[config.mk]
export PLATFORM = sky130hd
export DESIGN_NAME = mmu_ctrl_regs
export DESIGN_NICKNAME = d
export VERILOG_FILES = /design/src/rtl/mmu_regs_pkg.sv /design/src/rtl/mmu_reg_decode.sv /design/src/rtl/mmu_reg_slot.sv /design/src/rtl/mmu_side_fx.sv /design/src/rtl/mmu_ctrl_regs.sv
export SDC_FILE = /design/constraint.sdc
export NUM_CORES = 1
export LEC_CHECK = 0
export BUFFER_PORTS_ARGS = -buffer_cell sky130_fd_sc_hd__buf_2
export CORE_ASPECT_RATIO = 2
export CORE_MARGIN = 5
export CORE_UTILIZATION = 55
export CTS_BUF_LIST = sky130_fd_sc_hd__clkbuf_8 sky130_fd_sc_hd__clkbuf_16
export DETAILED_ROUTE_END_ITERATION = 8
export PLACE_DENSITY_LB_ADDON = 0.1
export SYNTH_ARGS = -nofsm -noshare
export SYNTH_HDL_FRONTEND = slang
export SYNTH_HIERARCHICAL = 1
export SYNTH_SLANG_ARGS = --single-unit
[constraint.sdc]
create_clock -name clk_i -period 1.4 [get_ports clk_i]
set_input_delay 0.07 -clock clk_i [delete_from_list [all_inputs] [get_ports clk_i]]
set_output_delay 0.07 -clock clk_i [all_outputs]
set_load 0.01 [all_outputs]
[src/rtl/mmu_regs_pkg.sv]
package mmu_regs_pkg;
  localparam int unsigned DATA_W  = 32;
  localparam int unsigned CODE_W  = 11;
  localparam int unsigned ASID_W  = 8;
  localparam int unsigned INV_BIT = 2;
  localparam int unsigned NREG    = 9;

  typedef enum logic [1:0] {
    SZ_BYTE = 2'd0,
    SZ_HALF = 2'd1,
    SZ_WORD = 2'd2,
    SZ_RSVD = 2'd3
  } acc_size_e;

  typedef enum int unsigned {
    RI_CTRL   = 0,
    RI_PTEH   = 1,
    RI_PTEL   = 2,
    RI_ASSIST = 3,
    RI_TBASE  = 4,
    RI_FAULT  = 5,
    RI_TRAP   = 6,
    RI_EXC    = 7,
    RI_IRQ    = 8
  } reg_idx_e;

  function automatic logic [DATA_W-1:0] reg_mask(int unsigned idx);
    case (idx)
      RI_CTRL:                 return ~(DATA_W'(1) << INV_BIT);
      RI_ASSIST:               return DATA_W'(32'hF);
      RI_TRAP, RI_EXC, RI_IRQ: return DATA_W'((1 << CODE_W) - 1);
      default:                 return '1;
    endcase
  endfunction
endpackage

[src/rtl/mmu_reg_decode.sv]
module mmu_reg_decode #(
  parameter int unsigned ADDR_W = 6,
  localparam int unsigned IDX_W = ADDR_W - 2
) (
  input  logic              req_i,
  input  logic [ADDR_W-1:0] addr_i,
  input  logic [1:0]        size_i,
  output logic              ok_o,
  output logic              err_o,
  output logic [IDX_W-1:0]  idx_o
);
  import mmu_regs_pkg::*;

  logic legal;

  assign idx_o = addr_i[ADDR_W-1:2];
  assign legal = (size_i == SZ_WORD) && (addr_i[1:0] == 2'b00) &&
                 (int'(idx_o) < int'(NREG));
  assign ok_o  = req_i && legal;
  assign err_o = req_i && !legal;
endmodule

[src/rtl/mmu_reg_slot.sv]
module mmu_reg_slot #(
  parameter logic [31:0] MASK = '1
) (
  input  logic        clk_i,
  input  logic        rst_ni,
  input  logic        bus_we_i,
  input  logic [31:0] bus_d_i,
  input  logic        hw_we_i,
  input  logic [31:0] hw_d_i,
  output logic [31:0] q_o
);
  always_ff @(posedge clk_i or negedge rst_ni) begin
    if (!rst_ni)       q_o <= '0;
    else if (hw_we_i)  q_o <= hw_d_i & MASK;   // core-side load wins
    else if (bus_we_i) q_o <= bus_d_i & MASK;
  end
endmodule

[src/rtl/mmu_side_fx.sv]
module mmu_side_fx #(
  parameter int unsigned ASID_W = 8
) (
  input  logic              clk_i,
  input  logic              rst_ni,
  input  logic              ctrl_wr_i,
  input  logic              inv_req_i,
  input  logic              pteh_wr_i,
  input  logic [ASID_W-1:0] asid_new_i,
  input  logic [ASID_W-1:0] asid_old_i,
  output logic              inv_o,
  output logic              flush_o
);
  always_ff @(posedge clk_i or negedge rst_ni) begin
    if (!rst_ni) begin
      inv_o   <= 1'b0;
      flush_o <= 1'b0;
    end else begin
      inv_o   <= ctrl_wr_i && inv_req_i;
      flush_o <= pteh_wr_i && (asid_new_i != asid_old_i);
    end
  end
endmodule

[src/rtl/mmu_ctrl_regs.sv]
module mmu_ctrl_regs #(
  parameter int unsigned ADDR_W = 6
) (
  input  logic                            clk_i,
  input  logic                            rst_ni,
  input  logic                            req_i,
  input  logic                            we_i,
  input  logic [ADDR_W-1:0]               addr_i,
  input  logic [1:0]                      size_i,
  input  logic [31:0]                     wdata_i,
  output logic [31:0]                     rdata_o,
  output logic                            err_o,
  output logic                            tlb_inv_o,
  output logic                            tlb_flush_o,
  input  logic                            evt_upd_i,
  input  logic [mmu_regs_pkg::CODE_W-1:0] evt_exc_i,
  input  logic [mmu_regs_pkg::CODE_W-1:0] evt_irq_i
);
  import mmu_regs_pkg::*;
  localparam int unsigned IDX_W = ADDR_W - 2;

  logic             acc_ok, acc_err, wr_ok;
  logic [IDX_W-1:0] acc_idx;
  logic [31:0]      q [NREG];
  logic [31:0]      rd_mux;

  mmu_reg_decode #(.ADDR_W(ADDR_W)) i_decode (
    .req_i (req_i),
    .addr_i(addr_i),
    .size_i(size_i),
    .ok_o  (acc_ok),
    .err_o (acc_err),
    .idx_o (acc_idx)
  );

  assign wr_ok = acc_ok && we_i;

  for (genvar i = 0; i < NREG; i++) begin : g_slot
    logic        hw_we;
    logic [31:0] hw_d;
    if (i == RI_EXC) begin : g_exc
      assign hw_we = evt_upd_i;
      assign hw_d  = 32'(evt_exc_i);
    end else if (i == RI_IRQ) begin : g_irq
      assign hw_we = evt_upd_i;
      assign hw_d  = 32'(evt_irq_i);
    end else begin : g_bus_only
      assign hw_we = 1'b0;
      assign hw_d  = '0;
    end
    mmu_reg_slot #(.MASK(reg_mask(i))) i_slot (
      .clk_i   (clk_i),
      .rst_ni  (rst_ni),
      .bus_we_i(wr_ok && (acc_idx == IDX_W'(i))),
      .bus_d_i (wdata_i),
      .hw_we_i (hw_we),
      .hw_d_i  (hw_d),
      .q_o     (q[i])
    );
  end

  mmu_side_fx #(.ASID_W(ASID_W)) i_side_fx (
    .clk_i     (clk_i),
    .rst_ni    (rst_ni),
    .ctrl_wr_i (wr_ok && (acc_idx == IDX_W'(RI_CTRL))),
    .inv_req_i (wdata_i[INV_BIT]),
    .pteh_wr_i (wr_ok && (acc_idx == IDX_W'(RI_PTEH))),
    .asid_new_i(wdata_i[ASID_W-1:0]),
    .asid_old_i(q[RI_PTEH][ASID_W-1:0]),
    .inv_o     (tlb_inv_o),
    .flush_o   (tlb_flush_o)
  );

  always_comb begin
    rd_mux = '0;
    for (int i = 0; i < NREG; i++)
      if (acc_idx == IDX_W'(i)) rd_mux = q[i];
  end

  always_ff @(posedge clk_i or negedge rst_ni) begin
    if (!rst_ni) begin
      rdata_o <= '0;
      err_o   <= 1'b0;
    end else begin
      err_o <= acc_err;
      if (acc_ok && !we_i)       rdata_o <= rd_mux;
      else if (acc_err && !we_i) rdata_o <= '0;
    end
  end

  logic [32*NREG-1:0] all_q;
  always_comb
    for (int i = 0; i < NREG; i++) all_q[32*i +: 32] = q[i];

  assert_inv_bit_clear_R2: assert property (@(posedge clk_i) disable iff (!rst_ni)
    !q[RI_CTRL][INV_BIT]);
  assert_single_pulse_R2: assert property (@(posedge clk_i) disable iff (!rst_ni)
    $onehot0({tlb_inv_o, tlb_flush_o}));
  assert_flush_on_asid_change_R3: assert property (@(posedge clk_i) disable iff (!rst_ni)
    tlb_flush_o |-> (q[RI_PTEH][7:0] != $past(q[RI_PTEH][7:0])));
  assert_asid_change_flushes_R3: assert property (@(posedge clk_i) disable iff (!rst_ni)
    (q[RI_PTEH][7:0] != $past(q[RI_PTEH][7:0])) |-> tlb_flush_o);
  assert_assist_width_R4: assert property (@(posedge clk_i) disable iff (!rst_ni)
    q[RI_ASSIST][31:4] == '0);
  assert_code_width_R5: assert property (@(posedge clk_i) disable iff (!rst_ni)
    (q[RI_TRAP][31:11] == '0) && (q[RI_EXC][31:11] == '0) && (q[RI_IRQ][31:11] == '0));
  assert_err_no_update_R7: assert property (@(posedge clk_i) disable iff (!rst_ni)
    (err_o && !$past(evt_upd_i)) |-> ($stable(all_q) && !tlb_inv_o && !tlb_flush_o));
endmodule

==> results.toml <==
[cells_and_area]
antenna_cells = 0
design_area_mm2 = 0.0177
stdcell_count = 2199
fillers = 2066
final_layout_size_suffix_gt1_frac = 0.175
final_common_cell = "conb_1"
area_delta_synth_final_pct = 23.5
final_cell_mix = "conb_1 (283), mux2i_1 (238), dfrtp_1 (231), nand2_1 (209), o21ai_1 (209)"
fin_nets = 1911

[setup_path]
crit_path_end_kind = "register"
critical_path_class = "in -> reg"
worstPathArrival_ns = 2.00
cp_max_fo = 7
required_ns = 1.81
start_kind = "input pin"

[pwr]
total_power_w = 0.0170
power.internal_w = 0.0123
leakage_nw = 7.43
p_sw_w = 0.00468
power.clock.fraction = 0.396
powerDensity_mw_per_mm2 = 960
ir_drop_mv = 1.11
power_frac_comb = 0.161
seqPwrFrac = 0.443
swShare = 0.276

[outcome]
outcome = "finished, violations left"
violations = "negative setup slack"

[die]
die_y_um = 238
dieWidth_um = 124
start_util = 0.558
core_area_mm2 = 0.0257
die-area_mm2 = 0.0295
io_pins = 102
num_rows = 83

[grt]
grtUsageTotal = 0.299
grt_pass1_vias = 12300
grt_pass1_wl_um = 68300
grt_overflow = 0
grt_max_degree = 65
antenna_found_initial = 0

[clocking]
cts_buffers = 24
cts_tree = "done"
ctsHtreeMaxLevel = 1
cts_root_buf = "clkbuf_16"
clk-insertion-delay-late_ns = 0.53
cts_max_path_buffers = 3
clock_sinks = 231
clkSlewWorstSetupHoldPaths_ns = 0.06

[timing]
finalWorstSetupSlack_ns = -0.196
max_freq_mhz = 626
worstMarginPinSlew_ns = 0.535
holdWs_ns = 0.0691
fin_crit_sh = 1.14
slew_headroom = 0.643
setup_viol = 95
rsz0062_at_grt = "true"
finalHoldViolations = 0
min_period_ns = 1.60
drv_slew = 0
skew_ns = 0.0105

[synthesis]
synth_cell_types = 55
synth_edf_count = 0
synth_ff_type = "dfrtp_1"
synth-seq-cells = 231
yosys_warnings = 6
ys_seq_area_frac = 0.404
synthArstFlopShare = 1.00
syn_area_mm2 = 0.0143
netlist_instances = 1479
syn_area_per_cell_um2 = 9.67

[route]
drtAntennaViolNets = 0
vias = 12000
first_iter_violations = 838
wl_per_cell_um = 20.3
dr.pass1.iters = 5
vias_per_cell = 5.44
drc = 0
totalWireLength_um = 44600

[placed_design]
dp_slack_ns = -0.693
io_buffer_count = 101
placed_cells = 2079
placed_area_mm2 = 0.0157
place.gp.congestion = 0.866
dp_hpwl_um = 29100

[min_path]
min_path_type = "in -> reg"

[flow_run]
maxCapViolCount = 0
## power by group through the flow
| stage | clock network (W) | logic (W) | registers (W) |
|---|---|---|---|
| 4_1_cts | 0.00683 | 0.00258 | 0.00751 |
| 2_1_floorplan | 0 | 0.00179 | 0.00752 |
| 3_3_place_gp | 0 | 0.00236 | 0.00761 |
| 6_report | 0.00672 | 0.00274 | 0.00752 |
| 5_1_grt | 0.00707 | 0.00303 | 0.00758 |
| 3_5_place_dp | 0 | 0.00241 | 0.00762 |
## routing by layer
metal  routed length, um  global-route usage  vias up
li1                    -                   -     5626
met1               16800               0.348     5865
met2               23500               0.534      356
met3                1810              0.0278      120
met4                2450               0.158        0
met5                   0                   0        -
## worst max-delay path, cell delays in order
cell	delay (ns)
buf_6	0.10
nor4b_4	0.29
and3_4	0.25
nand2_4	0.06
or3_4	0.43
nor2_4	0.16
buf_6	0.15
buf_12	0.14
mux2i_1	0.26
o21ai_1	0.11
## sequential cells by signal, indices dropped and copies added, names as in the netlist
register           count
g_slot.i_slot/q_o    196
rdata_o               32
err_o                  1
i_side_fx/flush_o      1
i_side_fx/inv_o        1
## area by class of cell
type                       instances  area, um2  area share
sequential                       231       5780       0.327
inverter                           7       26.3     0.00149
timing repair buffer             281       2510       0.142
multi-input combinational       1299       8110       0.459
tap                              340        425      0.0241
clock inverter                     9       96.3     0.00545
clock buffer                      32        722      0.0408
## synthesized netlist by cell type (7+ instances only)
library cell / n / share of area
mux2i_1: 250 / 0.17
dfrtp_1: 231 / 0.40
nand2_1: 210 / 0.055
o21ai_1: 200 / 0.070
buf_4: 105 / 0.055
buf_2: 61 / 0.021
nor2_1: 39 / 0.010
o21ai_0: 31 / 0.011
a21oi_1: 30 / 0.010
clkbuf_1: 20 / 0.0052
nand2b_1: 19 / 0.0083
mux2_2: 18 / 0.014
o22ai_1: 16 / 0.0070
buf_12: 15 / 0.021
o21ai_2: 15 / 0.0092
a211o_1: 14 / 0.0086
a32oi_1: 14 / 0.0086
buf_6: 14 / 0.011
nor2b_1: 13 / 0.0057
o31ai_1: 13 / 0.0068
or3_1: 13 / 0.0057
a22oi_1: 12 / 0.0063
a211oi_1: 11 / 0.0058
o221ai_1: 9 / 0.0055
nand3b_1: 8 / 0.0042
nor3_1: 8 / 0.0028
xor2_1: 8 / 0.0049
inv_1: 7 / 0.0018
## path summary, 6_finish.rpt
kind	from	slack (ns)	to	cells after the start
hold reg to reg	rdata_o[6]$_DFFE_PN0P_	0.50	rdata_o[6]$_DFFE_PN0P_	2
setup / recovery	addr_i[1]	-0.20	g_slot[1].i_slot/q_o[18]$_DFFE_PN0P_	10
hold / removal	wdata_i[5]	0.07	i_side_fx/flush_o$_DFF_PN0_	4
max in group asynchronous	rst_ni	0.19	g_slot[2].i_slot/q_o[19]$_DFFE_PN0P_	4
min in group asynchronous	rst_ni	0.53	g_slot[7].i_slot/q_o[7]$_DFFE_PN0P_	3
setup reg to reg	g_slot[4].i_slot/q_o[2]$_DFFE_PN0P_	0	rdata_o[2]$_DFFE_PN0P_	4
## kinds of logic (layout without fill, tap and decap cells)
group / after synthesis / in the layout / share of synthesized area
AND/OR/NAND/NOR: 330 / 330 / 0.104
flip-flops: 231 / 231 / 0.404
AO/OA/AOI/OAI: 407 / 407 / 0.174
XOR/XNOR: 8 / 8 / 0.00490
buffers and inverters: 226 / 329 / 0.117
other: 6 / 283 / 0.00157
multiplexers: 271 / 271 / 0.194
## what timing repair did
action | in CTS | in global routing
buffers inserted | 1 | 6
cloned | 1 | 7
gates resized for setup | 14 | 37
hold buffers | 65 | 0
endpoints found under the hold margin | 386 | 0
endpoints found under the setup margin | 97 | 147
pin swaps | 9 | 14
## stage by stage
| step | setup TNS [ns] | util |
|---|---|---|
| after floorplan | -63.25 | - |
| after global placement | -113.16 | 0.613 |
| after detailed placement | -114.33 | 0.613 |
| after CTS | -0.445 | 0.674 |
| after global routing | -12.85 | 0.689 |
| final | -7.95 | 0.689 |
Note: power is estimated with default switching activity, not from simulation.
